[src/rtl/idec_pkg.sv]
// Shared widths, codes and the control bundle of the instruction decoder.
// Assumes 32-bit words with a 6-bit opcode at the top of every format.
package idec_pkg;
    localparam int IW     = 32;
    localparam int OPW    = 6;
    localparam int RW     = 5;
    localparam int IMMW   = 16;
    localparam int TGTW   = 26;
    localparam int ALUW   = 4;
    localparam logic [RW-1:0]  LINK_REG = RW'(31);
    localparam logic [OPW-1:0] OP_REG   = '0;

    typedef enum logic [ALUW-1:0] {
        ALU_ADD, ALU_SUB, ALU_AND, ALU_OR, ALU_XOR, ALU_NOR, ALU_SLT, ALU_SLTU,
        ALU_SLL, ALU_SRL, ALU_SRA, ALU_PASSB
    } alu_op_e;

    typedef enum logic [1:0] {FMT_R, FMT_I, FMT_J} fmt_e;
    typedef enum logic [1:0] {DST_NONE, DST_RD, DST_RT, DST_LINK} dsel_e;
    typedef enum logic [1:0] {IMM_SIGN, IMM_ZERO, IMM_UPPER} imm_e;

    typedef struct packed {
        logic    legal;
        logic    we;
        dsel_e   dsel;
        alu_op_e alu_op;
        logic    src_imm;
        logic    shift_var;
        logic    mem_rd;
        logic    mem_wr;
        logic [1:0] msize;
        logic    munsigned;
        logic    branch;
        logic [1:0] bcond;
        logic    jump;
        logic    jreg;
        logic    link;
    } ctl_t;

    // All strobes low, add operation, not legal.
    function automatic ctl_t ctl_idle();
        ctl_t c;
        c = '0;
        return c;
    endfunction
endpackage

[src/rtl/idec_imm.sv]
// Extends the 16-bit immediate field to a full word.
// Assumes IW is twice IMMW so the upper placement fills the word exactly.
module idec_imm
    import idec_pkg::*;
(
    input  logic [IMMW-1:0] raw,
    input  imm_e            mode,
    output logic [IW-1:0]   ext
);
    localparam int PADW = IW - IMMW;

    // Pick zero, sign or upper-half placement of the raw field.
    always_comb begin
        case (mode)
            IMM_ZERO:  ext = {{PADW{1'b0}}, raw};
            IMM_UPPER: ext = {raw, {PADW{1'b0}}};
            default:   ext = {{PADW{raw[IMMW-1]}}, raw};
        endcase
    end
endmodule

[src/rtl/idec_opc.sv]
// Decodes every non-register-format opcode into the control bundle and
// the immediate extension mode. Opcode 000000 returns an idle bundle; the
// function decoder handles it.
module idec_opc
    import idec_pkg::*;
(
    input  logic [OPW-1:0] opcode,
    output ctl_t           ctl,
    output imm_e           imode
);
    // Opcode lookup for jumps, branches, immediate ALU and memory access.
    always_comb begin
        ctl   = ctl_idle();
        imode = IMM_SIGN;
        case (opcode)
            6'b000010: begin ctl.legal = 1'b1; ctl.jump = 1'b1; end
            6'b000011: begin
                ctl.legal = 1'b1; ctl.jump = 1'b1; ctl.link = 1'b1;
                ctl.we = 1'b1; ctl.dsel = DST_LINK;
            end
            6'b000100, 6'b000101, 6'b000110, 6'b000111: begin
                ctl.legal  = 1'b1;
                ctl.branch = 1'b1;
                ctl.bcond  = opcode[1:0];
                ctl.alu_op = ALU_SUB;
            end
            6'b001000, 6'b001001, 6'b001010, 6'b001011,
            6'b001100, 6'b001101, 6'b001110, 6'b001111: begin
                ctl.legal = 1'b1; ctl.we = 1'b1; ctl.dsel = DST_RT;
                ctl.src_imm = 1'b1;
                case (opcode[2:0])
                    3'b010:  ctl.alu_op = ALU_SLT;
                    3'b011:  ctl.alu_op = ALU_SLTU;
                    3'b100:  begin ctl.alu_op = ALU_AND;   imode = IMM_ZERO;  end
                    3'b101:  begin ctl.alu_op = ALU_OR;    imode = IMM_ZERO;  end
                    3'b110:  begin ctl.alu_op = ALU_XOR;   imode = IMM_ZERO;  end
                    3'b111:  begin ctl.alu_op = ALU_PASSB; imode = IMM_UPPER; end
                    default: ctl.alu_op = ALU_ADD;
                endcase
            end
            6'b100000, 6'b100001, 6'b100011, 6'b100100, 6'b100101: begin
                ctl.legal = 1'b1; ctl.we = 1'b1; ctl.dsel = DST_RT;
                ctl.src_imm = 1'b1; ctl.mem_rd = 1'b1;
                ctl.munsigned = opcode[2];
                ctl.msize = (opcode[1:0] == 2'b11) ? 2'd2 : {1'b0, opcode[0]};
            end
            6'b101000, 6'b101001, 6'b101011: begin
                ctl.legal = 1'b1; ctl.src_imm = 1'b1; ctl.mem_wr = 1'b1;
                ctl.msize = (opcode[1:0] == 2'b11) ? 2'd2 : {1'b0, opcode[0]};
            end
            default: ctl = ctl_idle();
        endcase
    end
endmodule

[src/rtl/idec_fn.sv]
// Decodes the function field of register-format words (opcode 000000).
// Assumes the caller only uses the result when the opcode is 000000.
module idec_fn
    import idec_pkg::*;
(
    input  logic [5:0] funct,
    output ctl_t       ctl
);
    alu_op_e op;
    logic    hit;
    logic    sv;

    // Map each supported function code to an ALU operation.
    always_comb begin
        hit = 1'b1;
        sv  = 1'b0;
        op  = ALU_ADD;
        case (funct)
            6'b000000: op = ALU_SLL;
            6'b000010: op = ALU_SRL;
            6'b000011: op = ALU_SRA;
            6'b000100: begin op = ALU_SLL; sv = 1'b1; end
            6'b000110: begin op = ALU_SRL; sv = 1'b1; end
            6'b000111: begin op = ALU_SRA; sv = 1'b1; end
            6'b100000, 6'b100001: op = ALU_ADD;
            6'b100010, 6'b100011: op = ALU_SUB;
            6'b100100: op = ALU_AND;
            6'b100101: op = ALU_OR;
            6'b100110: op = ALU_XOR;
            6'b100111: op = ALU_NOR;
            6'b101010: op = ALU_SLT;
            6'b101011: op = ALU_SLTU;
            default:   hit = 1'b0;
        endcase
    end

    // Build the bundle: register jump, rd-writing operation, or illegal.
    always_comb begin
        ctl = ctl_idle();
        if (funct == 6'b001000) begin
            ctl.legal = 1'b1; ctl.jump = 1'b1; ctl.jreg = 1'b1;
        end else if (hit) begin
            ctl.legal = 1'b1; ctl.we = 1'b1; ctl.dsel = DST_RD;
            ctl.alu_op = op; ctl.shift_var = sv;
        end
    end
endmodule

[src/rtl/instr_decode.sv]
// Decode stage: splits an instruction word into fields, derives control,
// picks the destination and registers the whole result once.
// Assumes a synchronous active-low reset that clears every output.
module instr_decode
    import idec_pkg::*;
(
    input  logic            clk,
    input  logic            rst_n,
    input  logic [IW-1:0]   instr,
    output logic [RW-1:0]   rs,
    output logic [RW-1:0]   rt,
    output logic [RW-1:0]   shamt,
    output logic [TGTW-1:0] target,
    output logic [IW-1:0]   imm,
    output logic [1:0]      fmt,
    output logic [RW-1:0]   dest,
    output logic            reg_we,
    output logic [ALUW-1:0] alu_op,
    output logic            alu_src_imm,
    output logic            shift_var,
    output logic            mem_rd,
    output logic            mem_wr,
    output logic [1:0]      mem_size,
    output logic            mem_unsigned,
    output logic            is_branch,
    output logic [1:0]      br_cond,
    output logic            is_jump,
    output logic            jump_reg,
    output logic            link,
    output logic            illegal
);
    typedef struct packed {
        logic [RW-1:0]   rs;
        logic [RW-1:0]   rt;
        logic [RW-1:0]   shamt;
        logic [TGTW-1:0] target;
        logic [IW-1:0]   imm;
        fmt_e            fmt;
        logic [RW-1:0]   dest;
        logic            we;
        ctl_t            ctl;
        logic            illegal;
    } dec_t;

    logic [OPW-1:0] opcode;
    logic [RW-1:0]  rd_f;
    ctl_t           opc_ctl, fn_ctl, sel_ctl;
    imm_e           imode;
    logic [IW-1:0]  imm_ext;
    logic [RW-1:0]  dst_reg;
    dec_t           nxt, q;

    assign opcode = instr[IW-1 -: OPW];
    assign rd_f   = instr[15:11];

    idec_opc u_opc (.opcode(opcode), .ctl(opc_ctl), .imode(imode));
    idec_fn  u_fn  (.funct(instr[5:0]), .ctl(fn_ctl));
    idec_imm u_imm (.raw(instr[IMMW-1:0]), .mode(imode), .ext(imm_ext));

    // Choose the bundle by format and resolve the destination register.
    always_comb begin
        sel_ctl = (opcode == OP_REG) ? fn_ctl : opc_ctl;
        case (sel_ctl.dsel)
            DST_RD:   dst_reg = rd_f;
            DST_RT:   dst_reg = instr[20:16];
            DST_LINK: dst_reg = LINK_REG;
            default:  dst_reg = '0;
        endcase
        nxt.rs      = instr[25:21];
        nxt.rt      = instr[20:16];
        nxt.shamt   = instr[10:6];
        nxt.target  = instr[TGTW-1:0];
        nxt.imm     = imm_ext;
        nxt.fmt     = (opcode == OP_REG) ? FMT_R :
                      (opcode[OPW-1:1] == 5'b00001) ? FMT_J : FMT_I;
        nxt.we      = sel_ctl.legal && sel_ctl.we && (dst_reg != '0);
        nxt.dest    = nxt.we ? dst_reg : '0;
        nxt.ctl     = sel_ctl;
        nxt.illegal = !sel_ctl.legal;
    end

    // Decode-stage register with synchronous reset.
    always_ff @(posedge clk) begin
        if (!rst_n) q <= '0;
        else        q <= nxt;
    end

    assign rs           = q.rs;
    assign rt           = q.rt;
    assign shamt        = q.shamt;
    assign target       = q.target;
    assign imm          = q.imm;
    assign fmt          = q.fmt;
    assign dest         = q.dest;
    assign reg_we       = q.we;
    assign alu_op       = q.ctl.alu_op;
    assign alu_src_imm  = q.ctl.src_imm;
    assign shift_var    = q.ctl.shift_var;
    assign mem_rd       = q.ctl.mem_rd;
    assign mem_wr       = q.ctl.mem_wr;
    assign mem_size     = q.ctl.msize;
    assign mem_unsigned = q.ctl.munsigned;
    assign is_branch    = q.ctl.branch;
    assign br_cond      = q.ctl.bcond;
    assign is_jump      = q.ctl.jump;
    assign jump_reg     = q.ctl.jreg;
    assign link         = q.ctl.link;
    assign illegal      = q.illegal;
endmodule

[config.mk]
export PLATFORM = sky130hd
export DESIGN_NAME = instr_decode
export DESIGN_NICKNAME = d
export VERILOG_FILES = /design/src/rtl/idec_pkg.sv /design/src/rtl/idec_imm.sv /design/src/rtl/idec_opc.sv /design/src/rtl/idec_fn.sv /design/src/rtl/instr_decode.sv
export SDC_FILE = /design/constraint.sdc
export NUM_CORES = 1
export LEC_CHECK = 0
export BUFFER_PORTS_ARGS = -buffer_cell sky130_fd_sc_hd__buf_2
export CORE_MARGIN = 5
export CORE_UTILIZATION = 49
export DETAILED_ROUTE_END_ITERATION = 10
export GPL_TIMING_DRIVEN = 1
export HOLD_SLACK_MARGIN = 0.06
export PLACE_DENSITY = 0.88
export SKIP_LAST_GASP = 1
export SLEW_MARGIN = 20
export SYNTH_ARGS = -nofsm -noshare
export SYNTH_HDL_FRONTEND = slang
export SYNTH_HIERARCHICAL = 1
export SYNTH_SLANG_ARGS = --single-unit
[constraint.sdc]
create_clock -name clk -period 2.3 [get_ports clk]
set_clock_uncertainty 0.1 [all_clocks]
set_input_delay 0.115 -clock clk [delete_from_list [all_inputs] [get_ports clk]]
set_output_delay 0.115 -clock clk [all_outputs]
set_load 0.05 [all_outputs]
==> run summary <==
The minimum setup slack after placement came out at 0.100 ns. The area of the core is between 7000 and 8000 um2. The first-pass iteration count of the detailed router is 5. The min-delay analysis places its worst path in the category in -> reg.

The tree is rooted in a sky130_fd_sc_hd__clkbuf_8. The clock slew seen by the registers of the worst setup and hold paths is ~0.080 ns. For this run, the register share of the synthesized area comes to 46.3%. For the pin with the worst max-slew slack, the measured transition is 0.570 ns. The worst setup path is launched from a primary input. The number of instances in the synthesized netlist is 404.

The count of flip-flops with a built-in enable after synthesis is 0. IR analysis of the VDD net gives a maximum drop of between 0.3 and 0.4 mV. The minimum setup slack in the final design came out at 0.193 ns. Measured against its own limit, the worst slew margin works out to 62.0%. The setup TNS came out at 0 ns. The number of global-route vias before repair is 2891. The number of logic stages on the critical path including buffering came out at 8. The area of the die came out at 9230 um2.

For this run, the top clock speed supported by timing is 475 MHz. The setup path with the least slack is of type in -> reg. The largest individual stage delay along the critical path comes from the cell sky130_fd_sc_hd__dlygate4sd3_1. TritonCTS built the clock tree. The detailed-route vias per instance came out at 4.78. The TritonCTS buffer count is 9.

The routed design has 9260 um of wire. The first-pass GRT wire length came out at 14200 um. The via count is 3053. In this run the number of H-tree levels came out at 3. In this run, synthesis produced a sequential element count of 84. The critical path arrival is ~2.3 ns. The signal on the critical path passes through dlygate4sd3_1 > buf_2 > nand3_1 > nor2_1 > ha_1 > and2_1 > a21o_2 > and2_1. The most frequent cell on the critical path is sky130_fd_sc_hd__and2_1.

In this run the power density over the cells is between 600 and 700 nW/um2. The number of placed I/O pins came out at 133. The number of DRC violations after detailed routing is 0. The deepest clock path buffer count is 2.

The beginning of the critical path is instr[27]. The leftover overflow at the end of global routing came out at 0. The static leakage came out at 0.00221 uW. The ratio of final minimum period to clock period came out at 91.6%. The highest cell delay on the worst timing path is 0.52 ns.

The post-detailed-route count of antenna-violating nets came out at 0. The initial antenna violation count came to 0. The fraction of final layout cells with drive strength greater than 1 came out at a little under a third. The global-route total usage across every layer came out at 20.1%. The final-report hold violation count was 0.

The synthesized area divided by synthesized cell count came out at around 9.0 um2. The post-synthesis cell type count came out at 48. The weighted congestion at the end of routability-driven global placement is 0.906.

The placement row count is 31. The cell area after layout came out at approximately 4600 um2. The cell area after placement came out at 4130 um2.

Across the run, the number of max-cap violations was 0. The post-layout minimum cycle time is 2.11 ns. After detailed routing, the average wire length per cell comes to 14.5 um. The max-slew violation count came out at 0. The count of buffers added on input and output ports is 132. The HPWL after detailed placement came out at 5820 um. The number of antenna diodes in the final layout is 0. In this run the worst path has a maximum fanout of 15. After the first detailed-routing iteration, the DRC count stood at about 170. The number of nets in the layout is 571.

The floorplan die height is between 90 and 100 um. The maximum number of pins on one net before global-route repair came out at 43. The most critical setup path has its endpoint at imm[23]. The number of flip-flops in the largest register is 32.

The kind of cell adding the most delay to the critical path is simple AND/OR/NAND/NOR gates. Setup repair after global routing left no endpoint under its margin. For the worst setup path, the data required time is 2.45 ns.

Relative to the synthesized area, the layout overhead comes to 26.1%. From left edge to right edge, the die measures 96.1 um. STA classifies the critical path endpoint as a flip-flop. The number of buffer and inverter instances along the worst setup path is 2. The run finished with clean final reports. The synthesized netlist occupies a cell area of 3630 um2.

The setup violation total in the final timing report came out at 0. The clock net sink count is 84. The number of buffers inserted to repair setup after CTS came out at 0. Once the floorplan was initialized, standard cells occupied 50.1% of the core. For this run, the leading register cell type out of synthesis is sky130_fd_sc_hd__dfxtp_1. Counting flops with an async set or reset pin after synthesis yields a share of 0%. During synthesis, Yosys emitted a total of 6 warnings.
==> cell usage in the layout, fill, tap and decap left out, types with 2 or more instances in the layout <==
cell,count
sky130_fd_sc_hd__a2111oi_0,2
sky130_fd_sc_hd__a211oi_1,2
sky130_fd_sc_hd__a21boi_0,8
sky130_fd_sc_hd__a21boi_1,10
sky130_fd_sc_hd__a21o_1,10
sky130_fd_sc_hd__a21o_2,5
sky130_fd_sc_hd__a21oi_1,13
sky130_fd_sc_hd__and2_1,60
sky130_fd_sc_hd__and2b_1,4
sky130_fd_sc_hd__and3_1,4
sky130_fd_sc_hd__buf_2,132
sky130_fd_sc_hd__buf_4,5
sky130_fd_sc_hd__clkbuf_8,9
sky130_fd_sc_hd__clkinvlp_4,3
sky130_fd_sc_hd__conb_1,13
sky130_fd_sc_hd__dfxtp_1,84
sky130_fd_sc_hd__dlygate4sd3_1,27
sky130_fd_sc_hd__ha_1,2
sky130_fd_sc_hd__inv_1,6
sky130_fd_sc_hd__inv_6,3
sky130_fd_sc_hd__mux2_4,2
sky130_fd_sc_hd__nand2_1,52
sky130_fd_sc_hd__nand2b_1,3
sky130_fd_sc_hd__nand3_1,7
sky130_fd_sc_hd__nor2_1,17
sky130_fd_sc_hd__nor2b_1,17
sky130_fd_sc_hd__nor3_1,2
sky130_fd_sc_hd__o21a_1,2
sky130_fd_sc_hd__o21ai_0,7
sky130_fd_sc_hd__o21ai_1,4
sky130_fd_sc_hd__o21ai_2,2
sky130_fd_sc_hd__or3_1,2
sky130_fd_sc_hd__or4_1,2
==> stage by stage <==
stage	hold WS [ns]	utilization, %	instances	power [uW]
floorplan	0.137	-	415	2080
global placement	0.225	56.9	596	2180
detailed placement	0.224	56.9	596	2190
CTS	0.0601	63.1	639	3170
global route	0.0621	63.2	639	3300
finish	0.0798	63.2	639	3180
==> cells by family (layout without fill, tap and decap cells) <==
logic type | Yosys count | in the layout | share of synthesized area (%)
other cells | 2 | 13 | 0.207
fa+ha+maj | 2 | 2 | 0.689
xor+xnor | 1 | 1 | 0.241
buf+inv | 63 | 188 | 11.5
flops | 84 | 84 | 46.3
compound gates | 71 | 71 | 13.4
simple gates | 179 | 179 | 26.9
mux | 2 | 2 | 0.827
==> metal layers <==
layer  track usage [%]  share of wire [%]  up-vias
met2              35.0                 49      135
met5                 0                  0        -
li1                  -                  -     1523
met1              22.4                 40     1379
met4              7.46                1.7        0
met3              7.19                 10       16
==> synthesized netlist by cell type, types with 2 or more instances <==
library cell	instances	share of area, %
sky130_fd_sc_hd__a21o_1	10	2.1
sky130_fd_sc_hd__a21o_2	5	1.2
sky130_fd_sc_hd__a21oi_1	13	1.8
sky130_fd_sc_hd__buf_4	33	6.8
sky130_fd_sc_hd__dfxtp_1	84	46
sky130_fd_sc_hd__or3_1	2	0.34
sky130_fd_sc_hd__a2111oi_0	2	0.48
sky130_fd_sc_hd__nor3_1	2	0.28
sky130_fd_sc_hd__nand3_1	7	0.96
sky130_fd_sc_hd__nand2_1	52	5.4
sky130_fd_sc_hd__o21ai_0	7	0.96
sky130_fd_sc_hd__o21ai_2	2	0.48
sky130_fd_sc_hd__clkbuf_2	2	0.28
sky130_fd_sc_hd__mux2_4	2	0.83
sky130_fd_sc_hd__inv_1	6	0.62
sky130_fd_sc_hd__clkbuf_1	8	0.83
sky130_fd_sc_hd__o21a_1	2	0.41
sky130_fd_sc_hd__a21boi_1	10	2.1
sky130_fd_sc_hd__conb_1	2	0.21
sky130_fd_sc_hd__or4_1	2	0.41
sky130_fd_sc_hd__ha_1	2	0.69
sky130_fd_sc_hd__nand2b_1	3	0.52
sky130_fd_sc_hd__o21ai_1	4	0.55
sky130_fd_sc_hd__nor2b_1	17	2.9
sky130_fd_sc_hd__and3_1	4	0.69
sky130_fd_sc_hd__and2_1	60	10
sky130_fd_sc_hd__and2b_1	4	0.83
sky130_fd_sc_hd__buf_2	7	0.96
sky130_fd_sc_hd__a211oi_1	3	0.62
sky130_fd_sc_hd__nor2_1	17	1.8
sky130_fd_sc_hd__buf_6	6	1.9
sky130_fd_sc_hd__a21boi_0	8	1.7
==> area by class of cell <==
class | count | area [um2]
clock buffer | 9 | 124
clock inverter | 7 | 57.6
fill | 584 | 2670
inverter | 7 | 26.3
multi-input combinational | 268 | 1580
sequential | 84 | 1680
tap | 99 | 124
timing repair buffer | 165 | 988
==> where the power goes <==
group          switching (uW)  leakage, uW  internal [uW]
clock                     567    0.0000829            405
sequential               20.4     0.000694           1520
combinational             470      0.00143            194
==> timing repair <==
action	in CTS	in global routing
gates resized for setup	0	1
hold buffers	27	0
hold endpoints to repair	55	0
endpoints found under the setup margin	0	12
==> how the worst min path moves through the flow <==
| stage | start | endpoint | slack (ns) | cells past startpoint |
|---|---|---|---|---|
| floorplan | instr[16] | rt[0] | 0.14 | 1 |
| global placement | instr[25] | rs[4] | 0.23 | 2 |
| detailed placement | instr[22] | rs[1] | 0.22 | 2 |
| CTS | instr[3] | target[3] | 0.06 | 2 |
| global route | instr[3] | target[3] | 0.06 | 2 |
| finish | instr[3] | target[3] | 0.08 | 2 |
Power figures use the tool's default switching activity.
